$ cat src/rtl/serial_mem_pkg.sv
package serial_mem_pkg;

  localparam int BYTE_W = 8;
  localparam int SCL_IDX = 0;
  localparam int SDA_IDX = 1;
  localparam logic [3:0] DEV_CODE = 4'b1010;

  typedef enum logic [1:0] {
    ST_IDLE,
    ST_RX,
    ST_TX
  } linkState_t;

  typedef enum logic [1:0] {
    BK_CTRL,
    BK_ADDR,
    BK_DATA
  } byteKind_t;

  // strobes from control to datapath
  typedef struct packed {
    logic       shiftIn;
    logic       capture;
    logic       loadPtr;
    logic       incPtr;
    logic       loadTx;
    logic       driveAck;
    logic       driveRel;
    logic       driveBit;
    logic [2:0] bitSel;
    logic       releaseNow;
  } dpCtl_t;

endpackage

$ cat src/rtl/line_conditioner.sv
module line_conditioner #(
  parameter int FILT_LEN = 3,
  parameter int LINES    = 2
) (
  input  logic             clk,
  input  logic             rstN,
  input  logic [LINES-1:0] rawIn,
  output logic [LINES-1:0] level,
  output logic [LINES-1:0] rise,
  output logic [LINES-1:0] fall
);

  localparam int CW = $clog2(FILT_LEN + 1);

  for (genvar g = 0; g < LINES; g++) begin : g_line
    logic [1:0]    syncQ;
    logic [CW-1:0] agreeCnt;
    logic          lvl;
    logic          lvlPrev;

    always_ff @(posedge clk) begin
      if (!rstN) begin
        syncQ    <= 2'b11;
        agreeCnt <= '0;
        lvl      <= 1'b1;
        lvlPrev  <= 1'b1;
      end else begin
        syncQ   <= {syncQ[0], rawIn[g]};
        lvlPrev <= lvl;
        if (syncQ[1] == lvl) begin
          agreeCnt <= '0;
        end else if (agreeCnt == CW'(FILT_LEN - 1)) begin
          lvl      <= syncQ[1];
          agreeCnt <= '0;
        end else begin
          agreeCnt <= agreeCnt + 1'b1;
        end
      end
    end

    assign level[g] = lvl;
    assign rise[g]  = lvl & ~lvlPrev;
    assign fall[g]  = ~lvl & lvlPrev;
  end

endmodule

$ cat src/rtl/slave_datapath.sv
module slave_datapath
  import serial_mem_pkg::*;
#(
  parameter int ADDR_W      = 7,
  parameter int HOLD_CYCLES = 16
) (
  input  logic              clk,
  input  logic              rstN,
  input  dpCtl_t            ctl,
  input  logic              sdaLvl,
  input  logic [BYTE_W-1:0] rdData,
  output logic [BYTE_W-1:0] rxNext,
  output logic [BYTE_W-1:0] lastByte,
  output logic [ADDR_W-1:0] ptr,
  output logic              sdaOe
);

  localparam int HW = $clog2(HOLD_CYCLES + 1);

  logic [BYTE_W-1:0] rxShift;
  logic [BYTE_W-1:0] txShift;
  logic              pendValid;
  logic              pendVal;
  logic [HW-1:0]     holdCnt;
  logic              sched;
  logic              schedVal;

  assign rxNext = {rxShift[BYTE_W-2:0], sdaLvl};

  always_comb begin
    sched    = 1'b1;
    schedVal = 1'b0;
    if (ctl.loadTx)        schedVal = ~rdData[BYTE_W-1];
    else if (ctl.driveBit) schedVal = ~txShift[ctl.bitSel];
    else if (ctl.driveAck) schedVal = 1'b1;
    else if (ctl.driveRel) schedVal = 1'b0;
    else                   sched    = 1'b0;
  end

  always_ff @(posedge clk) begin
    if (!rstN) begin
      rxShift  <= '0;
      txShift  <= '0;
      lastByte <= '0;
      ptr      <= '0;
    end else begin
      if (ctl.shiftIn) rxShift  <= rxNext;
      if (ctl.capture) lastByte <= rxNext;
      if (ctl.loadTx)  txShift  <= rdData;
      if (ctl.loadPtr)                  ptr <= rxNext[ADDR_W-1:0];
      else if (ctl.incPtr | ctl.loadTx) ptr <= ptr + 1'b1;
    end
  end

  // drive changes wait HOLD_CYCLES after the SCL fall that scheduled them
  always_ff @(posedge clk) begin
    if (!rstN) begin
      sdaOe     <= 1'b0;
      pendValid <= 1'b0;
      pendVal   <= 1'b0;
      holdCnt   <= '0;
    end else if (ctl.releaseNow) begin
      sdaOe     <= 1'b0;
      pendValid <= 1'b0;
    end else if (sched) begin
      pendValid <= 1'b1;
      pendVal   <= schedVal;
      holdCnt   <= HW'(HOLD_CYCLES);
    end else if (pendValid) begin
      if (holdCnt == '0) begin
        sdaOe     <= pendVal;
        pendValid <= 1'b0;
      end else begin
        holdCnt <= holdCnt - 1'b1;
      end
    end
  end

endmodule

$ cat src/rtl/slave_control.sv
module slave_control
  import serial_mem_pkg::*;
(
  input  logic       clk,
  input  logic       rstN,
  input  logic       sclRise,
  input  logic       sclFall,
  input  logic       sdaLvl,
  input  logic       startDet,
  input  logic       stopDet,
  input  logic [3:0] devCode,
  input  logic       rwBit,
  input  logic       writeBusy,
  output dpCtl_t     ctl,
  output logic       addrLoad,
  output logic       dataStrobe,
  output logic       stopEvent
);

  linkState_t state, stateN;
  byteKind_t  kind, kindN;
  logic [3:0] bitCnt, bitCntN;
  logic       ackPlan, ackPlanN;
  logic       isRead, isReadN;
  logic       mAck, mAckN;
  logic       addrLoadN, dataStrobeN, stopEventN;
  logic [3:0] selCalc;

  assign selCalc = 4'd7 - bitCnt;

  always_comb begin
    ctl         = '0;
    stateN      = state;
    kindN       = kind;
    bitCntN     = bitCnt;
    ackPlanN    = ackPlan;
    isReadN     = isRead;
    mAckN       = mAck;
    addrLoadN   = 1'b0;
    dataStrobeN = 1'b0;
    stopEventN  = 1'b0;

    if (stopDet) begin
      stateN         = ST_IDLE;
      ctl.releaseNow = 1'b1;
      stopEventN     = 1'b1;
    end else if (startDet) begin
      stateN         = ST_RX;
      kindN          = BK_CTRL;
      bitCntN        = '0;
      ackPlanN       = 1'b0;
      isReadN        = 1'b0;
      ctl.releaseNow = 1'b1;
    end else begin
      unique case (state)
        ST_RX: begin
          if (sclRise) begin
            if (bitCnt < 4'd8) begin
              ctl.shiftIn = 1'b1;
              bitCntN     = bitCnt + 1'b1;
              if (bitCnt == 4'd7) begin
                if (writeBusy || (kind == BK_CTRL && devCode != DEV_CODE)) begin
                  stateN = ST_IDLE;
                end else begin
                  ackPlanN    = 1'b1;
                  ctl.capture = 1'b1;
                  unique case (kind)
                    BK_CTRL: begin
                      isReadN = rwBit;
                      kindN   = BK_ADDR;
                    end
                    BK_ADDR: begin
                      ctl.loadPtr = 1'b1;
                      addrLoadN   = 1'b1;
                      kindN       = BK_DATA;
                    end
                    default: begin
                      ctl.incPtr  = 1'b1;
                      dataStrobeN = 1'b1;
                    end
                  endcase
                end
              end
            end else if (bitCnt == 4'd8) begin
              bitCntN = 4'd9;
            end
          end else if (sclFall) begin
            if (bitCnt == 4'd8 && ackPlan) begin
              ctl.driveAck = 1'b1;
            end else if (bitCnt == 4'd9) begin
              bitCntN  = '0;
              ackPlanN = 1'b0;
              if (isRead) begin
                ctl.loadTx = 1'b1;
                stateN     = ST_TX;
              end else begin
                ctl.driveRel = 1'b1;
              end
            end
          end
        end
        ST_TX: begin
          if (sclRise) begin
            if (bitCnt < 4'd8) begin
              bitCntN = bitCnt + 1'b1;
            end else if (bitCnt == 4'd8) begin
              mAckN   = ~sdaLvl;
              bitCntN = 4'd9;
            end
          end else if (sclFall) begin
            if (bitCnt >= 4'd1 && bitCnt <= 4'd7) begin
              ctl.driveBit = 1'b1;
              ctl.bitSel   = selCalc[2:0];
            end else if (bitCnt == 4'd8) begin
              ctl.driveRel = 1'b1;
            end else if (bitCnt == 4'd9) begin
              if (mAck) begin
                ctl.loadTx = 1'b1;
                bitCntN    = '0;
              end else begin
                stateN = ST_IDLE;
              end
            end
          end
        end
        default: ;
      endcase
    end
  end

  always_ff @(posedge clk) begin
    if (!rstN) begin
      state      <= ST_IDLE;
      kind       <= BK_CTRL;
      bitCnt     <= '0;
      ackPlan    <= 1'b0;
      isRead     <= 1'b0;
      mAck       <= 1'b0;
      addrLoad   <= 1'b0;
      dataStrobe <= 1'b0;
      stopEvent  <= 1'b0;
    end else begin
      state      <= stateN;
      kind       <= kindN;
      bitCnt     <= bitCntN;
      ackPlan    <= ackPlanN;
      isRead     <= isReadN;
      mAck       <= mAckN;
      addrLoad   <= addrLoadN;
      dataStrobe <= dataStrobeN;
      stopEvent  <= stopEventN;
    end
  end

endmodule

$ cat src/rtl/serial_mem_slave.sv
module serial_mem_slave
  import serial_mem_pkg::*;
#(
  parameter int FILT_LEN    = 3,
  parameter int HOLD_CYCLES = 16,
  parameter int ADDR_W      = 7
) (
  input  logic              clk,
  input  logic              rstN,
  input  logic              sclIn,
  input  logic              sdaIn,
  output logic              sdaOe,
  input  logic              writeBusy,
  output logic              addrLoad,
  output logic [ADDR_W-1:0] addrValue,
  output logic              dataStrobe,
  output logic [BYTE_W-1:0] dataValue,
  output logic              stopEvent,
  output logic [ADDR_W-1:0] rdAddr,
  input  logic [BYTE_W-1:0] rdData
);

  logic [1:0]        lineLvl, lineRise, lineFall;
  logic              sclLvl, sdaLvl;
  logic              startDet, stopDet;
  dpCtl_t            ctl;
  logic [BYTE_W-1:0] rxNext;
  logic [BYTE_W-1:0] lastByte;

  line_conditioner #(.FILT_LEN(FILT_LEN), .LINES(2)) u_lines (
    .clk  (clk),
    .rstN (rstN),
    .rawIn({sdaIn, sclIn}),
    .level(lineLvl),
    .rise (lineRise),
    .fall (lineFall)
  );

  assign sclLvl   = lineLvl[SCL_IDX];
  assign sdaLvl   = lineLvl[SDA_IDX];
  assign startDet = lineFall[SDA_IDX] & sclLvl;
  assign stopDet  = lineRise[SDA_IDX] & sclLvl;

  slave_control u_ctrl (
    .clk       (clk),
    .rstN      (rstN),
    .sclRise   (lineRise[SCL_IDX]),
    .sclFall   (lineFall[SCL_IDX]),
    .sdaLvl    (sdaLvl),
    .startDet  (startDet),
    .stopDet   (stopDet),
    .devCode   (rxNext[7:4]),
    .rwBit     (rxNext[0]),
    .writeBusy (writeBusy),
    .ctl       (ctl),
    .addrLoad  (addrLoad),
    .dataStrobe(dataStrobe),
    .stopEvent (stopEvent)
  );

  slave_datapath #(.ADDR_W(ADDR_W), .HOLD_CYCLES(HOLD_CYCLES)) u_dp (
    .clk     (clk),
    .rstN    (rstN),
    .ctl     (ctl),
    .sdaLvl  (sdaLvl),
    .rdData  (rdData),
    .rxNext  (rxNext),
    .lastByte(lastByte),
    .ptr     (rdAddr),
    .sdaOe   (sdaOe)
  );

  assign addrValue = lastByte[ADDR_W-1:0];
  assign dataValue = lastByte;

endmodule

$ cat config.mk
export PLATFORM = sky130hd
export DESIGN_NAME = serial_mem_slave
export DESIGN_NICKNAME = d
export VERILOG_FILES = /design/src/rtl/serial_mem_pkg.sv /design/src/rtl/line_conditioner.sv /design/src/rtl/slave_datapath.sv /design/src/rtl/slave_control.sv /design/src/rtl/serial_mem_slave.sv
export SDC_FILE = /design/constraint.sdc
export NUM_CORES = 1
export LEC_CHECK = 0
export BUFFER_PORTS_ARGS = -buffer_cell sky130_fd_sc_hd__buf_2
export CAP_MARGIN = 20
export CORE_MARGIN = 2
export CORE_UTILIZATION = 60
export DETAILED_ROUTE_END_ITERATION = 10
export PLACE_DENSITY = 0.85
export REMOVE_ABC_BUFFERS = 1
export SLEW_MARGIN = 20
export SYNTH_ARGS = -nofsm -noshare
export SYNTH_HDL_FRONTEND = slang
export SYNTH_SLANG_ARGS = --single-unit
$ cat constraint.sdc
create_clock -name clk -period 6.25 [get_ports clk]
set_input_delay 0.9375 -clock clk [delete_from_list [all_inputs] [get_ports clk]]
set_output_delay 0.9375 -clock clk [all_outputs]
set_load 0.02 [all_outputs]
==> results of run 1 <==
layout by cell type (no fill, tap or decap), types with 4 or more instances in the layout:
cell	instances
o211ai_1	4
nor2b_1	4
a21oi_1	13
nand2b_1	9
nand3_1	8
nor3_1	11
a22oi_1	4
nor2_1	45
a21o_1	4
dfxtp_1	64
inv_1	19
a31oi_1	4
o21ai_0	4
clkbuf_8	10
mux2i_1	33
o32ai_2	5
buf_2	38
nand2_1	28
ha_1	12
metal layers:
layer | vias up | wire length (µm)
li1 | 1339 | -
met1 | 1255 | 3290
met2 | 53 | 3120
met3 | 12 | 271
met4 | 0 | 117
met5 | - | 0
power by group through the flow:
stage / clock, W / combinational (W) / sequential [W]
after floorplan: 0 / 0.0000194 / 0.000421
after global routing: 0.000422 / 0.0000361 / 0.000412
after global placement: 0 / 0.0000317 / 0.000421
after CTS: 0.000408 / 0.0000322 / 0.000412
final: 0.000401 / 0.0000326 / 0.000412
after detailed placement: 0 / 0.0000320 / 0.000421
sequential cells by signal, indices dropped and copies added (netlist names):
signal	count
u_ctrl.isRead	1
u_ctrl.dataStrobe	1
u_lines.g_line.lvl	2
u_dp.txShift	8
u_ctrl.kind	2
u_dp.ptr	7
u_dp.lastByte	8
u_dp.pendVal	1
u_ctrl.state	2
u_ctrl.bitCnt	4
u_ctrl.ackPlan	1
u_dp.holdCnt	5
u_ctrl.addrLoad	1
u_ctrl.stopEvent	1
u_lines.g_line.lvlPrev	2
u_dp.pendValid	1
u_dp.rxShift	7
u_dp.sdaOe	1
u_lines.g_line.agreeCnt	4
u_lines.g_line.syncQ	4
u_ctrl.mAck	1
worst paths after layout:
check	slack [ps]	to	start
max	3410	u_ctrl.isRead	u_lines.g_line[0].lvl
min	410	u_lines.g_line[0].syncQ[1]	u_lines.g_line[0].syncQ[0]
max reg2reg	3410	u_ctrl.isRead	u_lines.g_line[0].lvl
min reg2reg	410	u_lines.g_line[0].syncQ[1]	u_lines.g_line[0].syncQ[0]
layout make-up:
type	count	area, µm²	area share
multi-input combinational	253	1820	0.494
sequential	64	1280	0.348
timing repair buffer	39	198	0.0537
clock buffer	12	145	0.0395
tap	72	90.1	0.0245
clock inverter	4	76.3	0.0207
inverter	19	71.3	0.0194
cell families (layout without fill, tap and decap cells):
kind of cell / after synthesis / in the layout / synth area share
fa+ha+maj: 12 / 12 / 0.0449
simple gates: 135 / 135 / 0.211
flops: 64 / 64 / 0.383
mux: 36 / 36 / 0.109
xor+xnor: 7 / 7 / 0.0239
buf+inv: 47 / 74 / 0.0740
compound gates: 63 / 63 / 0.155
critical path, stage by stage (launching register included):
cell and delay [ps]:
dfxtp_1 620, ha_1 480, nand4b_1 280, a2111oi_0 720, o21ai_0 260, a21oi_1 210
mux2i_1 200
stage by stage:
stage	std cells	util	hold slack, ps	setup WS, ps
after floorplan	336	-	386	3820
after global placement	447	0.636	390	3570
after detailed placement	447	0.636	398	3480
after CTS	463	0.676	415	3450
after global routing	463	0.676	431	3070
final	463	0.676	413	3410
==> impl_metrics.yaml, run 1 <==
status:
  outcome: "complete, no violations"
logic_synthesis:
  netlist_instances: 364
  synth_seq_area_share: 0.383
  synth-edff-count: 0
  synth_ff_type: "dfxtp_1"
  netlist_area_um2: 3350
  ys_async_sr_fraction: 0
  syn_area_per_cell_um2: 9.19
  synth_common_cells: "dfxtp_1, nor2_1, mux2i_1, nand2_1, inv_1"
  yosys.area.top_type: "dfxtp_1"
  yosysWarnings: 0
  ys_seq_elements: 64
  synth.most_common_cell: "dfxtp_1"
  synth.top_cell.area_share: 0.383
  synthTopCellsByArea: "dfxtp_1, mux2i_1, nor2_1"
  ys_types: 61
grt:
  met1_usage: 0.304
  grt_most_used_layer: "met2"
  grt_pass1_wl_um: 11400
  grt_pass1_vias: 2470
  use_met3: 0.0586
  antenna_found_initial: 0
  grt_overflow: 0
  grt_max_degree: 31
  use_met2: 0.368
  track_usage: 0.236
placement:
  placed_cell_area_um2: 3460
  gp_congestion: 0.901
  dp_hpwl_um: 4720
  port_buffers: 38
timing:
  clock_skew_ps: 9.25
  finalSetupViolCount: 0
  period_needed_ps: 2840
  tightest_slew_ps: 934
  finalHoldViolations: 0
  slew_headroom: 0.377
  grt_setup_unrepaired: "false"
  timing.fmax_ghz: 0.352
  tns_ps: 0
  finalMaxSlewViolations: 0
  fin_crit_sh: 0.455
worst_setup_path:
  end_kind: "register"
  cp.required_ps: 6540
  cp-start-kind: "register"
  reg2reg_depth: 6
  worst-setup-path-type: "register to register"
  critPathArrivalTime_ps: 3130
  crit_path_max_fanout: 12
power_and_ir_drop:
  power.internal_w: 0.000659
  finalPower_w: 0.000845
  vdd_ir_drop_max_mv: 0.227
  power_frac_clock: 0.474
  p_comb_frac: 0.039
  power.switching_w: 0.000186
  sw_frac_of_total: 0.220
  power.density_nw_per_um2: 230
  leakage_nw: 1.63
  seqPwrFrac: 0.487
die:
  fp.dieW_um: 78.7
  initial_utilization: 0.615
  rows: 27
  dieArea_um2: 6190
  die_h_um: 78.7
  core_um2: 5440
  ioPinCount: 39
finish:
  final_area_um2: 3680
  nets: 411
  nFillCells: 428
  layout-drive-gt1-share: 0.184
  n_antenna_cell: 0
  synthToLayoutAreaGrowth_pct: 9.95
run:
  maxCapViolCount: 0
cts:
  cts_resized: 0
  cts_max_level: 3
  cts.sinks: 64
  cts_hold_buf: 0
  cts_buffer_depth: 2
  cts_tree: "built"
  cts.root.buffer_cell: "clkbuf_8"
  clk-insertion-delay-late_ps: 350
  cts_buffers: 9
  cts_setup_buffers: 0
  path_clk_slew_ps: 70
hold_path:
  min_path_type: "register to register"
  min_path_cells: 1
detailed_routing:
  drtAntennaViolNets: 0
  wl_per_cell_um: 14.7
  via_per_inst: 5.74
  drtIter0Drc: 186
  wl_um: 6800
  vias: 2659
  drc: 0
  dr.pass1.iters: 4
Power figures use the tool's default switching activity.
==> run 2: changes to the inputs <==
--- a/config.mk
+++ b/config.mk
@@ -8,9 +8,9 @@
 export BUFFER_PORTS_ARGS = -buffer_cell sky130_fd_sc_hd__buf_2
 export CAP_MARGIN = 20
 export CORE_MARGIN = 2
-export CORE_UTILIZATION = 60
+export CORE_UTILIZATION = 58
 export DETAILED_ROUTE_END_ITERATION = 10
-export PLACE_DENSITY = 0.85
+export PLACE_DENSITY = 0.82
 export REMOVE_ABC_BUFFERS = 1
 export SLEW_MARGIN = 20
 export SYNTH_ARGS = -nofsm -noshare
==> constraint.sdc (replaced) <==
create_clock -name clk -period 2.84 [get_ports clk]
set_input_delay 0.426 -clock clk [delete_from_list [all_inputs] [get_ports clk]]
set_output_delay 0.426 -clock clk [all_outputs]
set_load 0.02 [all_outputs]
==> run 2 against run 1 <==
Total power increased by 130%. Global-route usage increased by 1.6 points. Core utilization decreased by 0.085 points. First-iteration DRC count increased by 17%. Highest routed layer unchanged.
==> impl_metrics.yaml, run 2 (synthesis gave the netlist of run 1 again) <==
power_and_ir_drop:
  vdd_ir_drop_max_mv: 0.375
  power.density_nw_per_um2: 512
  leakage_nw: 1.67
timing:
  tns_ps: 0
  tightest_slew_ps: 834
  finalSetupViolCount: 0
  timing.fmax_ghz: 0.385
  clock_skew_ps: 10.6
  grt_setup_unrepaired: "false"
  finalHoldViolations: 0
  slew_headroom: 0.443
  worst_slack_ps: 240
  finalMaxSlewViolations: 0
  holdWs_ps: 251
  fin_crit_sh: 0.916
  period_needed_ps: 2600
finish:
  top_regs: "u_dp.lastByte x8, u_dp.txShift x8"
  final_cell_mix: "dfxtp_1, nor2_1, buf_2"
  n_antenna_cell: 0
  layout-drive-gt1-share: 0.202
  stdcell_count: 469
  nFillCells: 442
  synthToLayoutAreaGrowth_pct: 11.9
  nets: 418
  final_common_cell: "dfxtp_1"
grt:
  grt_pass1_vias: 2727
  grt_most_used_layer: "met2"
  use_met3: 0.0701
  use_met2: 0.394
  grt_pass1_wl_um: 12500
  grt_max_degree: 29
  grt_overflow: 0
  met1_usage: 0.317
  antenna_found_initial: 0
  track_usage: 0.252
detailed_routing:
  wl_per_cell_um: 15.5
  drc: 0
  wl_um: 7290
  drtAntennaViolNets: 0
  dr.pass1.iters: 5
  drtIter0Drc: 218
  via_per_inst: 6.01
  vias: 2817
die:
  initial_utilization: 0.604
  die_h_um: 80.0
  core_um2: 5540
  rows: 27
  ioPinCount: 39
  fp.dieW_um: 80.0
  dieArea_um2: 6390
cts:
  cts_hold_buf: 0
  cts_buffers: 9
  path_clk_slew_ps: 80
  cts_setup_buffers: 0
  cts_tree: "built"
  cts_resized: 0
  cts_max_level: 3
  cts.root.buffer_cell: "clkbuf_8"
  cts.sinks: 64
  clk-insertion-delay-late_ps: 360
  cts_buffer_depth: 2
worst_setup_path:
  critPathArrivalTime_ps: 2850
  crit_path_max_fanout: 15
  reg2reg_depth: 7
  rr_endpoint: "u_dp.pendVal"
  cp_slowest_cell: "a2111o_1"
  cp.required_ps: 3090
  path_cells: "inv_1, ha_1, nor3b_1, o2111ai_1, a2111o_1, and3_1, o31a_1"
  cp_slowest_stage_delay_ps: 650
  worst-setup-path-type: "register to register"
  end_kind: "register"
  cp-start-kind: "register"
  rrSetupSlack_ps: 240
  worstReg2RegStart: "u_ctrl.bitCnt[1]"
placement:
  place_ws_ps: 295
  gp_congestion: 0.917
  port_buffers: 38
  placedCellCount: 454
  dp_hpwl_um: 5090
status:
  outcome: "complete, no violations"
hold_path:
  min_path_type: "input port to register"
  min_path_cells: 2
  hold_path.startpoint: "sdaIn"
  whs_endpoint: "u_lines.g_line[1].syncQ[0]"
run:
  maxCapViolCount: 0
## run 2: cell count changes in the layout (fill, tap and decap cells not counted), sizes merged
cell	previous run	this run
clkbuf	12	9
clkinvlp	1	0
buf	39	46
inv	20	19
bufinv	2	3
clkinv	0	3
## run 2: worst max-delay path, delay by kind of cell, from the launching register on
| kind | cells | cell delay [ps] |
|---|---|---|
| flip-flops | 1 | 530 |
| AND/OR/NAND/NOR | 2 | 540 |
| AO/OA/AOI/OAI | 3 | 1080 |
| buffers and inverters | 1 | 130 |
| adder cells (fa/ha/maj) | 1 | 220 |
## run 2: cell type report
| type | count | area, µm² | area share |
|---|---|---|---|
| multi-input cells | 253 | 1820 | 0.485 |
| repair buffers | 46 | 250 | 0.0669 |
| inverters | 19 | 71.3 | 0.0191 |
| clock buffers | 9 | 124 | 0.0331 |
| clock inverters | 6 | 109 | 0.0291 |
| well taps | 72 | 90.1 | 0.0241 |
| flip-flops and latches | 64 | 1280 | 0.342 |
## run 2: metrics by stage
| step | area (µm²) | util | power, W |
|---|---|---|---|
| 2_1_floorplan | 3170 | - | 0.000969 |
| 3_3_place_gp | 3510 | 0.633 | 0.000998 |
| 3_5_place_dp | 3510 | 0.633 | 0.00100 |
| 4_1_cts | 3740 | 0.675 | 0.00192 |
| 5_1_grt | 3740 | 0.675 | 0.00197 |
| 6_report | 3740 | 0.675 | 0.00192 |
## run 2: metal layers
metal / up-vias / part of all wire
li1: 1345 / -
met1: 1305 / 0.43
met2: 134 / 0.46
met3: 33 / 0.079
met4: 0 / 0.038
met5: - / 0
## run 2: worst max-delay path by stage
stage	start	end	slack, ps	cells after the start
3_5_place_dp	u_ctrl.bitCnt[1]	u_dp.pendVal	290	7
6_report	u_ctrl.bitCnt[1]	u_dp.pendVal	240	7
4_1_cts	u_ctrl.bitCnt[1]	u_dp.pendVal	250	7
2_1_floorplan	u_ctrl.bitCnt[1]	u_dp.pendVal	410	7
3_3_place_gp	u_ctrl.bitCnt[1]	u_dp.pendVal	440	7
5_1_grt	u_ctrl.bitCnt[1]	u_ctrl.isRead	70	6
## run 2: power breakdown
part           total [W]  switching, W  internal, W
logic          0.0000738     0.0000461    0.0000277
registers       0.000906    0.00000343     0.000903
clock network   0.000935      0.000359     0.000576
